### src/rtl/kwdt_pkg.sv
package kwdt_pkg;
  localparam int CNT_W = 8;
  localparam int CKS_W = 3;
  localparam logic [7:0] KEY_REG = 8'hA5;
  localparam logic [7:0] KEY_CNT = 8'h5A;

  typedef struct packed {
    logic             runEn;
    logic [CKS_W-1:0] cks;
    logic             cntLoad;
    logic [CNT_W-1:0] cntVal;
    logic             startInt;
    logic             startExt;
  } strobes_t;
endpackage

### src/rtl/kwdt_datapath.sv
module kwdt_datapath
  import kwdt_pkg::*;
#(
  parameter int PRESC_W        = 12,
  parameter int INT_RST_CYCLES = 518,
  parameter int EXT_RST_CYCLES = 132
) (
  input  logic             clk,
  input  logic             rstN,
  input  strobes_t         strb,
  output logic [CNT_W-1:0] cnt,
  output logic             ovfTick,
  output logic             intRst,
  output logic             extRst
);
  localparam int INT_W = $clog2(INT_RST_CYCLES + 1);
  localparam int EXT_W = $clog2(EXT_RST_CYCLES + 1);
  localparam logic [INT_W-1:0] INT_LOAD = INT_W'(INT_RST_CYCLES);
  localparam logic [EXT_W-1:0] EXT_LOAD = EXT_W'(EXT_RST_CYCLES);
  localparam logic [CNT_W-1:0] CNT_MAX = {CNT_W{1'b1}};

  logic [PRESC_W-1:0] presc;
  logic [PRESC_W-1:0] tapMask;
  logic               tick;
  logic [INT_W-1:0]   intLeft;
  logic [EXT_W-1:0]   extLeft;

  // Tap shift per select code: periods 2,8,32,64,128,512,2048,4096
  function automatic int tapShift(input logic [CKS_W-1:0] sel);
    case (sel)
      3'd0: tapShift = 1;
      3'd1: tapShift = 3;
      3'd2: tapShift = 5;
      3'd3: tapShift = 6;
      3'd4: tapShift = 7;
      3'd5: tapShift = 9;
      3'd6: tapShift = 11;
      default: tapShift = 12;
    endcase
  endfunction

  always_comb begin
    tapMask = PRESC_W'((64'd1 << tapShift(strb.cks)) - 64'd1);
    tick    = strb.runEn && ((presc & tapMask) == tapMask);
    ovfTick = tick && (cnt == CNT_MAX) && !strb.cntLoad;
  end

  always_ff @(posedge clk or negedge rstN) begin
    if (!rstN)               presc <= '0;
    else if (!strb.runEn)    presc <= '0;
    else                     presc <= presc + 1'b1;
  end

  always_ff @(posedge clk or negedge rstN) begin
    if (!rstN)              cnt <= '0;
    else if (!strb.runEn)   cnt <= '0;
    else if (strb.cntLoad)  cnt <= strb.cntVal;
    else if (tick)          cnt <= cnt + 1'b1;
  end

  always_ff @(posedge clk or negedge rstN) begin
    if (!rstN) begin
      intLeft <= '0;
      extLeft <= '0;
    end else begin
      if (strb.startInt)        intLeft <= INT_LOAD;
      else if (intLeft != '0)   intLeft <= intLeft - 1'b1;
      if (strb.startExt)        extLeft <= EXT_LOAD;
      else if (extLeft != '0)   extLeft <= extLeft - 1'b1;
    end
  end

  assign intRst = (intLeft != '0);
  assign extRst = (extLeft != '0);

  // External pulse is shorter and starts together with the internal one
  assert_ext_within_int_R9: assert property (@(posedge clk) disable iff (!rstN)
    extRst |-> intRst);

  // Disabled timer leaves the counter at zero on the next cycle
  assert_hold_zero_R6: assert property (@(posedge clk) disable iff (!rstN)
    !strb.runEn |=> (cnt == '0));
endmodule

### src/rtl/kwdt_ctrl.sv
module kwdt_ctrl
  import kwdt_pkg::*;
(
  input  logic             clk,
  input  logic             rstN,
  input  logic [1:0]       busAddr,
  input  logic             busWrEn,
  input  logic [15:0]      busWdata,
  output logic [7:0]       busRdata,
  input  logic [CNT_W-1:0] cnt,
  input  logic             ovfTick,
  input  logic             intRst,
  output strobes_t         strb,
  output logic             irqOut
);
  logic             ovfFlag, wdMode, tmrEn;
  logic [CKS_W-1:0] cksSel;
  logic             rstFlag, rstOutEn;
  logic [7:0]       key, val;
  logic             wrOk, csrWr, cntWr, flagClr, oeWr;
  logic             intervalOvf, watchdogOvf;
  logic [7:0]       csrByte;

  always_comb begin
    key         = busWdata[15:8];
    val         = busWdata[7:0];
    wrOk        = busWrEn && !intRst;
    csrWr       = wrOk && (busAddr == 2'd0) && (key == KEY_REG);
    cntWr       = wrOk && (busAddr == 2'd0) && (key == KEY_CNT);
    flagClr     = wrOk && (busAddr == 2'd2) && (key == KEY_REG) && (val == 8'h00);
    oeWr        = wrOk && (busAddr == 2'd2) && (key == KEY_CNT);
    intervalOvf = ovfTick && !wdMode;
    watchdogOvf = ovfTick && wdMode;
    csrByte     = {ovfFlag, wdMode, tmrEn, 2'b00, cksSel};
  end

  always_ff @(posedge clk or negedge rstN) begin
    if (!rstN) begin
      ovfFlag <= 1'b0;
      wdMode  <= 1'b0;
      tmrEn   <= 1'b0;
      cksSel  <= '0;
    end else if (intRst) begin
      ovfFlag <= 1'b0;
      wdMode  <= 1'b0;
      tmrEn   <= 1'b0;
      cksSel  <= '0;
    end else begin
      if (csrWr) begin
        wdMode <= val[6];
        tmrEn  <= val[5];
        cksSel <= val[CKS_W-1:0];
        if (!val[7]) ovfFlag <= 1'b0;
      end
      if (intervalOvf) ovfFlag <= 1'b1;
    end
  end

  always_ff @(posedge clk or negedge rstN) begin
    if (!rstN) begin
      rstFlag  <= 1'b0;
      rstOutEn <= 1'b0;
    end else begin
      if (watchdogOvf)  rstFlag <= 1'b1;
      else if (flagClr) rstFlag <= 1'b0;
      if (oeWr) rstOutEn <= val[6];
    end
  end

  always_comb begin
    strb.runEn    = tmrEn && !intRst;
    strb.cks      = cksSel;
    strb.cntLoad  = cntWr;
    strb.cntVal   = val[CNT_W-1:0];
    strb.startInt = watchdogOvf;
    strb.startExt = watchdogOvf && rstOutEn;
  end

  always_comb begin
    case (busAddr)
      2'd0:    busRdata = csrByte;
      2'd1:    busRdata = cnt;
      2'd3:    busRdata = {rstFlag, rstOutEn, 6'b0};
      default: busRdata = 8'h00;
    endcase
  end

  assign irqOut = ovfFlag && !wdMode;

  // A write with a foreign key at offset 0 leaves the control byte alone
  assert_bad_key_ignored_R2: assert property (@(posedge clk) disable iff (!rstN)
    (busWrEn && busAddr == 2'd0 && key != KEY_REG && !ovfTick && !intRst)
    |=> $stable(csrByte));

  // Interval rollover raises the flag without any reset
  assert_interval_flag_R7: assert property (@(posedge clk) disable iff (!rstN)
    intervalOvf |=> (ovfFlag && !intRst));

  // A reset pulse never starts without the cause flag being recorded
  assert_cause_flag_R8: assert property (@(posedge clk) disable iff (!rstN)
    $rose(intRst) |-> rstFlag);

  // Writes during the reset pulse cannot alter the reset-output enable
  assert_locked_oe_R10: assert property (@(posedge clk) disable iff (!rstN)
    intRst |=> $stable(rstOutEn));
endmodule

### src/rtl/kwdt_top.sv
module kwdt_top
  import kwdt_pkg::*;
#(
  parameter int PRESC_W        = 12,
  parameter int INT_RST_CYCLES = 518,
  parameter int EXT_RST_CYCLES = 132
) (
  input  logic        clk,
  input  logic        rstN,
  input  logic [1:0]  busAddr,
  input  logic        busWrEn,
  input  logic [15:0] busWdata,
  output logic [7:0]  busRdata,
  output logic        irqOut,
  output logic        intRstOut,
  output logic        extRstOut
);
  strobes_t         strb;
  logic [CNT_W-1:0] cnt;
  logic             ovfTick;

  kwdt_ctrl ctrl_i (
    .clk(clk), .rstN(rstN), .busAddr(busAddr), .busWrEn(busWrEn),
    .busWdata(busWdata), .busRdata(busRdata), .cnt(cnt), .ovfTick(ovfTick),
    .intRst(intRstOut), .strb(strb), .irqOut(irqOut)
  );

  kwdt_datapath #(
    .PRESC_W(PRESC_W), .INT_RST_CYCLES(INT_RST_CYCLES),
    .EXT_RST_CYCLES(EXT_RST_CYCLES)
  ) dp_i (
    .clk(clk), .rstN(rstN), .strb(strb), .cnt(cnt), .ovfTick(ovfTick),
    .intRst(intRstOut), .extRst(extRstOut)
  );
endmodule

### config.mk
export PLATFORM = sky130hd
export DESIGN_NAME = kwdt_top
export DESIGN_NICKNAME = d
export VERILOG_FILES = /design/src/rtl/kwdt_pkg.sv /design/src/rtl/kwdt_datapath.sv /design/src/rtl/kwdt_ctrl.sv /design/src/rtl/kwdt_top.sv
export SDC_FILE = /design/constraint.sdc
export NUM_CORES = 1
export LEC_CHECK = 0
export ABC_CLOCK_PERIOD_IN_PS = 3200
export BUFFER_PORTS_ARGS = -buffer_cell sky130_fd_sc_hd__buf_2
export CAP_MARGIN = 20
export CORE_ASPECT_RATIO = 2
export CORE_MARGIN = 1
export CORE_UTILIZATION = 45
export DETAILED_ROUTE_END_ITERATION = 8
export HOLD_SLACK_MARGIN = 0.1
export SYNTH_ARGS = -nofsm -noshare
export SYNTH_HDL_FRONTEND = slang
export SYNTH_SLANG_ARGS = --single-unit
### constraint.sdc
create_clock -name clk -period 3.2 [get_ports clk]
set_input_delay 0.16 -clock clk [delete_from_list [all_inputs] [get_ports clk]]
set_output_delay 0.16 -clock clk [all_outputs]
set_load 0.1 [all_outputs]
# After elaboration in Yosys (flattened, before gate mapping)
# Cells that the tools add are included.
# op_classes
bitwise_logic,1
n_eq_ne,15
n_shift,1
n_reduce_logical,30
addsub,5
n_mux,22
# op_table
op,count
$mux W8,5
$pmux W4 S7,1
$pmux W8 S3,1
$mux W10,2
$eq A8 B8 Y1 const B,2
$logic_and A1 B1 Y1,16
$add A12 B1 Y12 const B,1
$and A12 B12 Y12,1
$eq A12 B12 Y1,1
$mux W12,1
$shl A1 B4 Y12 const A,1
$sub A12 B1 Y12 const B,1
$mux W1,10
$reduce_bool A10 Y1,1
$sub A10 B1 Y10 const B,1
$eq A3 B3 Y1 const B,3
$add A8 B1 Y8 const B,1
$eq A8 B7 Y1 const B,1
$logic_not A8 Y1,1
$reduce_bool A2 Y1,4
$reduce_bool A8 Y1,1
$sub A8 B1 Y8 const B,1
$eq A3 B2 Y1 const B,2
$mux W3,2
10 further kinds,13
# word_totals
reg_bits,46
output_inout_bits,11
inputBits,21
elab_cells,84

# Depth between registers and ports, before layout
# Gate-level depths: netlist of run 1.
# depth
word_depth,12
depth_mapped,11
depth_no_buf,9

# By module
# Synthesis of run 1 repeated with hierarchy kept, for this count alone.
# unflattened
cells_unflattened,300
area_unflattened_um2,2870.3
# modules_own_cells
module,cells_per_inst,instances,area_per_inst_um2,seq_area_each_um2
kwdt_datapath,232,1,2129.5,950.9
kwdt_ctrl,68,1,740.7,200.2

# Worst setup path before layout of run 1
# OpenSTA, ideal clock, no wires.
# synth_timing
path_kind,flip-flop to flip-flop
startpoint,register dp_i.intLeft[7]
endpoint,register dp_i.extLeft[2]
setup_slack_ns,0.152
synth_period_minus_slack_ns,3.048
path_buffers,2
arrival_ns,2.924
path_stages_with_launch,10
required_ns,3.076
setup_time_ns,0.124
cell_sequence,dfrtp_1 -> or4_4 -> nor3_4 -> inv_2 -> or4_4 -> buf_6 -> and3_4 -> and3_1 -> buf_6 -> a211o_1
# synth_via
elab_chain_len,10
elab_cells_between_ends,14
cone_classes,mux: 1; reduce/logical: 13
# synth_lines
item,line,text
from (decl),kwdt_datapath.sv:25,logic [INT_W-1:0] intLeft;
from (signal assigned),kwdt_datapath.sv:67,else if (intLeft != '0) intLeft <= intLeft - 1'b1;
$reduce_bool A10 Y1 *,kwdt_datapath.sv:73,assign intRst = (intLeft != '0);
named net intRstOut,kwdt_top.sv:15,"output logic intRstOut,"
$logic_not A1 Y1 *,"kwdt_ctrl.sv:27, kwdt_ctrl.sv:71",
$logic_and A1 B1 Y1,kwdt_ctrl.sv:27,wrOk = busWrEn && !intRst;
$logic_and A1 B1 Y1 (2 in series),kwdt_ctrl.sv:29,cntWr = wrOk && (busAddr == 2'd0) && (key == KEY_CNT);
$logic_not A1 Y1,kwdt_datapath.sv:45,ovfTick = tick && (cnt == CNT_MAX) && !strb.cntLoad;
$logic_and A1 B1 Y1 *,kwdt_datapath.sv:45,
$logic_and A1 B1 Y1 *,kwdt_ctrl.sv:33,watchdogOvf = ovfTick && wdMode;
$logic_and A1 B1 Y1 *,kwdt_ctrl.sv:76,strb.startExt = watchdogOvf && rstOutEn;
$mux W8 / $reduce_bool A2 Y1 (equally long branches),n/a,
to (signal assigned),kwdt_datapath.sv:69,else if (extLeft != '0) extLeft <= extLeft - 1'b1;
to (decl),kwdt_datapath.sv:26,logic [EXT_W-1:0] extLeft;
# Mark *: on every way through the listed nets, which the timed path passes. The rest lies on a longest branch.
# A chain may end at the register's enable or synchronous reset.

# Worst setup path in the final report of run 1
# layout_timing
startpoint,register ctrl_i.cksSel[1]
endpoint,register dp_i.cnt[5]
# layout_via
elab_chain_len,8
elab_cells_between_ends,14
cone_classes,add/sub: 1; eq/ne: 8; shift: 1; mux: 1; bitwise: 1; reduce/logical: 2
# layout_lines
item,line,text
from (decl),kwdt_ctrl.sv:17,logic [CKS_W-1:0] cksSel;
from (signal assigned),kwdt_ctrl.sv:52,cksSel <= val[CKS_W-1:0];
"$eq A3 B3 Y1, or another cell as far along",kwdt_datapath.sv:30,case (sel)
$pmux W4 S7 *,kwdt_datapath.sv:30,
$shl A1 B4 Y12 *,kwdt_datapath.sv:43,tapMask = PRESC_W'((64'd1 << tapShift(strb.cks)) - 64'd1);
$sub A12 B1 Y12 *,kwdt_datapath.sv:43,
$and A12 B12 Y12,kwdt_datapath.sv:44,tick = strb.runEn && ((presc & tapMask) == tapMask);
$eq A12 B12 Y1 *,kwdt_datapath.sv:44,
$logic_and A1 B1 Y1 *,kwdt_datapath.sv:44,
$ne A3 B3 Y1 (no line) *,n/a,
to (signal assigned),kwdt_datapath.sv:57,else if (strb.cntLoad) cnt <= strb.cntVal;
to (signal assigned),kwdt_datapath.sv:58,else if (tick) cnt <= cnt + 1'b1;
to (decl),kwdt_datapath.sv:11,"output logic [CNT_W-1:0] cnt,"
# Every way passes the cells marked *; elsewhere a longest branch is shown, timed or not.

==> qor.txt, run 1 <==
status: completed
n_diodes: 0
cell internal pwr: 0.846 mW
core area: 5520 µm²
first-pass GRT wire length: 9.74 mm
mapped cell area: 2610 µm²
Period minus WS final: 2830 ps
Max clock buf depth: 2
critical path class: reg2reg
IO Port Bufs: 31
CTS tree: built
clk slew on worst S/H paths: 90 ps
Die Wd: 55.9 µm
Gate power share: 3.8%
Worst Path Arrival: 3070 ps
DRC Markers: 0
CTS root buffer: clkbuf_8
postcts setup bufs: 0
worst-margin pin slew: 728 ps
fin. max-slew vios: 0
CP Data Required Time: 3430 ps
Mapped Cells: 284
number of setup violations in the final report: 0
Leakage: 1.27 nW
chip height: 110 µm
Yosys cell types: 43
Final Hold Viols: 0
Yosys warning total: 0
Synth area leader: dfrtp_1
antenna violations before repair: 0
IO Count: 32
Slew headroom: 51.2%
hold crit path type: in2reg
H-tree levels: 2
fin nets: 347
ANT nets after route: 0
drt pass-1 iters: 4
WL final: 5.90 mm
Synth Net Count: 310
MaxCap Viol Count: 0
GPL Wtd Cong: 0.809
Starting Density: 47.4%
die area: 6140 µm²
CP Cell Sequence: or3_1 -> ha_1 -> o21a_1 -> o311a_1 -> nand4_1 -> or3_1 -> or4_1 -> a31oi_1
Max FO, Critical Path: 10
P_sw: 0.223 mW
GR Util All Layers: 20.9%
Flop pwr share: 54.3%
Synth Area per Inst: 9.20 µm²
number of register bits inferred by synthesis: 46
number of vias per cell: 5.69
CP delay by family, top: simple AND/OR/NAND/NOR gates
crit-path most repeated cell: or3_1
Area Growth Syn to Fin: 13.5%
largest net degree at the start of global routing: 33
Overall Power: 1.07 mW
top post-synthesis cells by area: dfrtp_1 (44%), xnor2_1 (4.7%), nor2_1 (4.6%)
FILL cells: 550
Num CTS Buffers: 5
Synth top area share: 44.0%
critical path capture point type: flop
unrepaired setup endpoints after global routing: no
DR iter-0 viols: 54
post-detail-place hpwl: 4.64 mm
Crit-path slowest cell: or4_1
dpl ws: 410 ps
layout cells sized above 1: 16.2%
Fin Setup TNS: 0 ps
P per Cell Area: 360 nW/µm²
Worst Path Buf+Inv: 0
Max Freq: 0.353 GHz
Max IR drop VDD: 0.309 mV
vias in the first global route: 2144
Clk Latency, worst-skew pair: 310 ps
Sw Share: 20.9%
num rows: 38
sequential area share after synthesis: 44.0%
Final Cycle Share: 88.5%
DR WL/cell: 15.5 µm
Startpoint Class: flop
setup ws final: 367 ps
Remaining Overflow, GRT: 0
Critical Path Max Stage Delay: 490 ps
Hold Slack: 108 ps
clk sinks: 46
post-route clock skew: 12.0 ps
Clk pwr share: 41.8%
via count: 2168
## placed cells by master (no fill, tap or decap), types with 3 or more instances in the layout
| master | count |
|---|---|
| dfrtp_1 | 46 |
| nor2_1 | 32 |
| buf_2 | 31 |
| o21ai_0 | 23 |
| nand2_1 | 19 |
| nand3_1 | 18 |
| inv_1 | 14 |
| xnor2_1 | 14 |
| xor2_1 | 10 |
| a21oi_1 | 10 |
| mux2i_1 | 8 |
| nor4_1 | 8 |
| nand2b_1 | 6 |
| nor3_1 | 6 |
| clkbuf_8 | 6 |
| buf_4 | 6 |
| or3_1 | 5 |
| nor2b_1 | 5 |
| ha_1 | 5 |
| and3_1 | 4 |
| or4_1 | 4 |
| nor4bb_1 | 4 |
| a31oi_1 | 4 |
| mux2_2 | 3 |
## flip-flops by register name, summed over array words and instances, names as in the netlist
| register | count |
|---|---|
| ctrl_i.rstFlag | 1 |
| ctrl_i.wdMode | 1 |
| dp_i.extLeft | 8 |
| ctrl_i.rstOutEn | 1 |
| ctrl_i.tmrEn | 1 |
| dp_i.cnt | 8 |
| ctrl_i.cksSel | 3 |
| ctrl_i.ovfFlag | 1 |
| dp_i.presc | 12 |
| dp_i.intLeft | 10 |
## layer usage
layer / vias to the layer above / GRT usage, % / wire [µm]
li1: 1073 / - / -
met1: 1042 / 19.5 / 2150
met2: 43 / 43.0 / 3460
met3: 10 / 3.29 / 143
met4: 0 / 9.58 / 149
met5: - / 0 / 0
## cell usage after synthesis
cell / n
inv_1: 14
nand2_1: 19
mux2i_1: 8
or4_1: 4
nor3_4: 1
a41oi_1: 1
and3_4: 1
nor4b_1: 1
nand4_1: 2
o211ai_1: 1
and3_1: 4
nand4b_1: 2
nor3_1: 6
nor4bb_1: 4
nand3b_1: 1
or4_4: 2
nand2b_1: 6
buf_6: 2
nor3b_1: 2
o31ai_1: 2
o21ai_0: 23
o21a_1: 1
o311a_1: 1
and3b_1: 2
nor4_1: 8
clkbuf_1: 6
and2_1: 2
xor2_1: 10
a31oi_1: 4
xnor2_1: 14
conb_1: 1
inv_2: 1
mux2_2: 3
a211oi_1: 1
nand3_1: 18
nor2b_1: 5
a211o_1: 2
ha_1: 5
nor2_1: 32
dfrtp_1: 46
and4_1: 1
or3_1: 5
a21oi_1: 10
## repair_timing
action                                  4_1_cts  5_1_grt
endpoints found under the setup margin        0        0
gates resized for setup                       0        0
hold endpoints to repair                     31        0
hold buffers                                  1        0
## through the flow
step	utilization (%)	std cells	cell area (µm²)
2_1_floorplan	-	284	2610
3_3_place_gp	51.6	373	2840
3_5_place_dp	51.6	373	2840
4_1_cts	53.8	381	2970
5_1_grt	53.8	381	2970
6_report	53.8	381	2970
## cell type report
| class | instances | area [µm²] | share of cell area, % |
|---|---|---|---|
| Clock inverter | 1 | 30.0 | 1.01 |
| Tap cell | 60 | 75.1 | 2.53 |
| Multi-Input combinational cell | 215 | 1360 | 45.9 |
| Inverter | 15 | 56.3 | 1.90 |
| Timing Repair Buffer | 38 | 210 | 7.09 |
| Sequential cell | 46 | 1150 | 38.8 |
| Clock buffer | 6 | 82.6 | 2.78 |
## path summary, 6_finish.rpt
path / slack, ps / cells past startpoint / end / start
max in group asynchronous: 2060 / 3 / dp_i.presc[2] / rstN
min in group asynchronous: 450 / 2 / dp_i.intLeft[5] / rstN
worst max register to register: 370 / 8 / dp_i.cnt[5] / ctrl_i.cksSel[1]
worst max-delay path: 370 / 8 / dp_i.cnt[5] / ctrl_i.cksSel[1]
worst min-delay path: 110 / 2 / ctrl_i.tmrEn / busWdata[5]
worst min register to register: 510 / 1 / dp_i.intLeft[5] / dp_i.intLeft[5]
## kinds of logic (layout without fill, tap and decap cells)
| kind of cell | Yosys count | count (layout) | synth area share (%) |
|---|---|---|---|
| AOI/OAI and AO/OA | 46 | 46 | 10.1 |
| xor gates and xnor gates | 24 | 24 | 8.04 |
| adders and majority gates | 5 | 5 | 2.39 |
| buffers and inverters | 23 | 60 | 3.88 |
| DFF | 46 | 46 | 44.0 |
| muxes | 11 | 11 | 4.36 |
| other | 1 | 1 | 0.143 |
| and+or+nand+nor | 128 | 128 | 27.0 |
## power by group through the flow
| stage | clock network, mW | logic, mW | registers [mW] |
|---|---|---|---|
| finish | 0.447 | 0.0411 | 0.581 |
| global route | 0.475 | 0.0460 | 0.581 |
| CTS | 0.457 | 0.0426 | 0.581 |
| detailed placement | 0 | 0.0416 | 0.592 |
| global placement | 0 | 0.0412 | 0.592 |
| floorplan | 0 | 0.0101 | 0.592 |
No activity file was read; power rests on OpenSTA's default activity.
==> inputs of run 2 (changes only) <==
- ABC_CLOCK_PERIOD_IN_PS: 3200 -> default
- RECOVER_POWER: default -> 25
==> run 2 against run 1 <==
The run now ends with capacitance limit, slew limit left. Clock skew stayed put. Design area hardly changed. Clock-buffer cell count stayed put. Via count stayed put. Die area stayed put. Maximum frequency stayed put. Routed wire length hardly changed. Global-route usage stayed put. Non-clock buffer count stayed put. Core utilization hardly changed. Register-to-register slack hardly changed. Critical path type unchanged.
==> qor.txt, run 2 (synthesis results as in run 1) <==
Die Wd: 55.9 µm (unchanged)
GR Util All Layers: 20.9% (unchanged)
Final Hold Viols: 0 (unchanged)
critical path capture point type: flop
number of setup violations in the final report: 0 (unchanged)
DR WL/cell: 15.5 µm (about the same)
unrepaired setup endpoints after global routing: no
clk slew on worst S/H paths: 90 ps (about the same)
Max Freq: 0.353 GHz (unchanged)
most frequent cells in the layout: dfrtp_1 (46), nor2_1 (32), buf_2 (30), o21ai_0 (23), nand2_1 (19)
Clk Latency, worst-skew pair: 310 ps (about the same)
via count: 2168 (unchanged)
final instance area: 2970 µm² (about the same)
Starting Density: 47.4% (unchanged)
R2R cell count: 8 (unchanged)
register bank with the most flops: dp_i.presc
number of vias per cell: 5.69 (unchanged)
n_diodes: 0 (unchanged)
hold crit path type: in2reg
critical path class: reg2reg
P per Cell Area: 361 nW/µm² (about the same)
r2r endpoint: dp_i.cnt[5]
CP Cell Sequence: or3_1 -> ha_1 -> o21a_1 -> o311a_1 -> nand4_1 -> or3_1 -> or4_1 -> a31oi_1
Worst Path Arrival: 3070 ps (about the same)
core area: 5520 µm² (unchanged)
IO Port Bufs: 31 (unchanged)
num rows: 38 (unchanged)
antenna violations before repair: 0 (unchanged)
failing checks: capacitance limit, slew limit
Final Cycle Share: 88.5% (unchanged)
GPL Wtd Cong: 0.809 (unchanged)
top flop regs: dp_i.presc: 12 flops, dp_i.intLeft: 10 flops
crit-path most repeated cell: or3_1
DRC Markers: 0 (unchanged)
Fin Setup TNS: 0 ps (unchanged)
DR iter-0 viols: 54 (unchanged)
post-detail-place hpwl: 4.64 mm (unchanged)
Post-Place Cell Area: 2840 µm² (unchanged)
Crit-path slowest cell: or4_1
WL final: 5.90 mm (about the same)
hold depth: 2 (unchanged)
clk sinks: 46 (unchanged)
fin. max-slew vios: 33 (+33)
post-route clock skew: 12.0 ps (unchanged)
drt pass-1 iters: 4 (unchanged)
Num CTS Buffers: 5 (unchanged)
first-pass GRT wire length: 9.74 mm (unchanged)
Startpoint Class: flop
Max IR drop VDD: 0.309 mV (about the same)
Sequential Area: 1150 µm² (unchanged)
Slew headroom: -18.2% (-69 points)
Max clock buf depth: 2 (unchanged)
Remaining Overflow, GRT: 0 (unchanged)
setup ws final: 367 ps (unchanged)
largest net degree at the start of global routing: 33 (unchanged)
vias in the first global route: 2144 (unchanged)
reg2reg setup slack: 370 ps (about the same)
MaxCap Viol Count: 1 (+1)
multi-input logic area: 1360 µm² (unchanged)
commonest non-fill, non-tap cell in the layout: dfrtp_1
Period minus WS final: 2830 ps (unchanged)
CTS tree: built
dpl ws: 410 ps (unchanged)
number of flip-flops in the largest register: 12 (unchanged)
chip height: 110 µm (unchanged)
layout cells sized above 1: 15.9% (-0.31 points)
worst flop-to-flop path startpoint: ctrl_i.cksSel[1]
FILL cells: 551 (+0.18%)
ANT nets after route: 0 (unchanged)
CP Data Required Time: 3430 ps (about the same)
cell count after placement: 373 (unchanged)
fin nets: 347 (unchanged)
H-tree levels: 2 (unchanged)
Non-Filler Instances: 381 (unchanged)
Leakage: 1.27 nW (-0.22%)
Max FO, Critical Path: 10 (unchanged)
die area: 6140 µm² (unchanged)
Hold EP: ctrl_i.tmrEn
Hold Startpoint: busWdata[5]
CTS root buffer: clkbuf_8
Area Growth Syn to Fin: 13.5% (about the same)
worst-margin pin slew: 1770 ps (+1040 ps)
Critical Path Max Stage Delay: 490 ps (about the same)
status: finished, violations left
IO Count: 32 (unchanged)
## run 2: changes by cell type in the layout (fill, tap and decap cells not counted)
cell      delta
clkbuf_1     +1
buf_2        -1
## run 2: worst max path at each step
stage / startpoint / endpoint / slack [ps] / cells after the start
floorplan: dp_i.intLeft[7] / dp_i.extLeft[2] / 150 / 9
global placement: ctrl_i.cksSel[1] / dp_i.cnt[7] / 470 / 8
detailed placement: ctrl_i.cksSel[1] / dp_i.cnt[7] / 410 / 8
CTS: ctrl_i.cksSel[1] / dp_i.cnt[5] / 380 / 8
global route: ctrl_i.cksSel[0] / dp_i.cnt[5] / 190 / 8
finish: ctrl_i.cksSel[1] / dp_i.cnt[5] / 370 / 8
## run 2: cell type report
| class | instances | area share [%] |
|---|---|---|
| inverter | 15 | 1.90 |
| multi-input combinational | 215 | 45.9 |
| sequential | 46 | 38.8 |
| clock buffer | 6 | 2.78 |
| tap | 60 | 2.53 |
| clock inverter | 1 | 1.01 |
| timing repair buffer | 38 | 7.05 |
## run 2: repair_timing
item	4_1_cts	5_1_grt
hold buffers	1	0
resized for setup	0	0
hold endpoints to repair	31	0
setup endpoints to repair	0	0
buffers inserted	0	0
## run 2: worst max-delay path, delay by kind of cell, from the launching register on
kind,cells,cell delay [ps]
flops,1,470
simple gates,4,1520
fa+ha+maj,1,300
compound gates,3,460
## run 2: report_power, final
group | switching, mW | internal, mW | total (mW)
registers | 0.00000282 | 0.581 | 0.581
logic | 0.0258 | 0.0152 | 0.0410
clock network | 0.197 | 0.250 | 0.447
## run 2: metal layers
layer  global-route usage, %  part of all wire, %  vias to the layer above
met4                    9.58                  2.5                        0
met5                       0                    0                        -
met2                    43.0                   59                       43
met3                    3.29                  2.4                       10
met1                    19.5                   36                     1042
li1                        -                    -                     1073
## run 2: through the flow
| stage | power [mW] | utilization, % | hold WS [ps] |
|---|---|---|---|
| after CTS | 1.08 | 53.8 | 103 |
| final | 1.07 | 53.8 | 108 |
| after floorplan | 0.603 | - | -136 |
| after global routing | 1.10 | 53.8 | 113 |
| after detailed placement | 0.634 | 51.6 | 272 |
| after global placement | 0.633 | 51.6 | 279 |
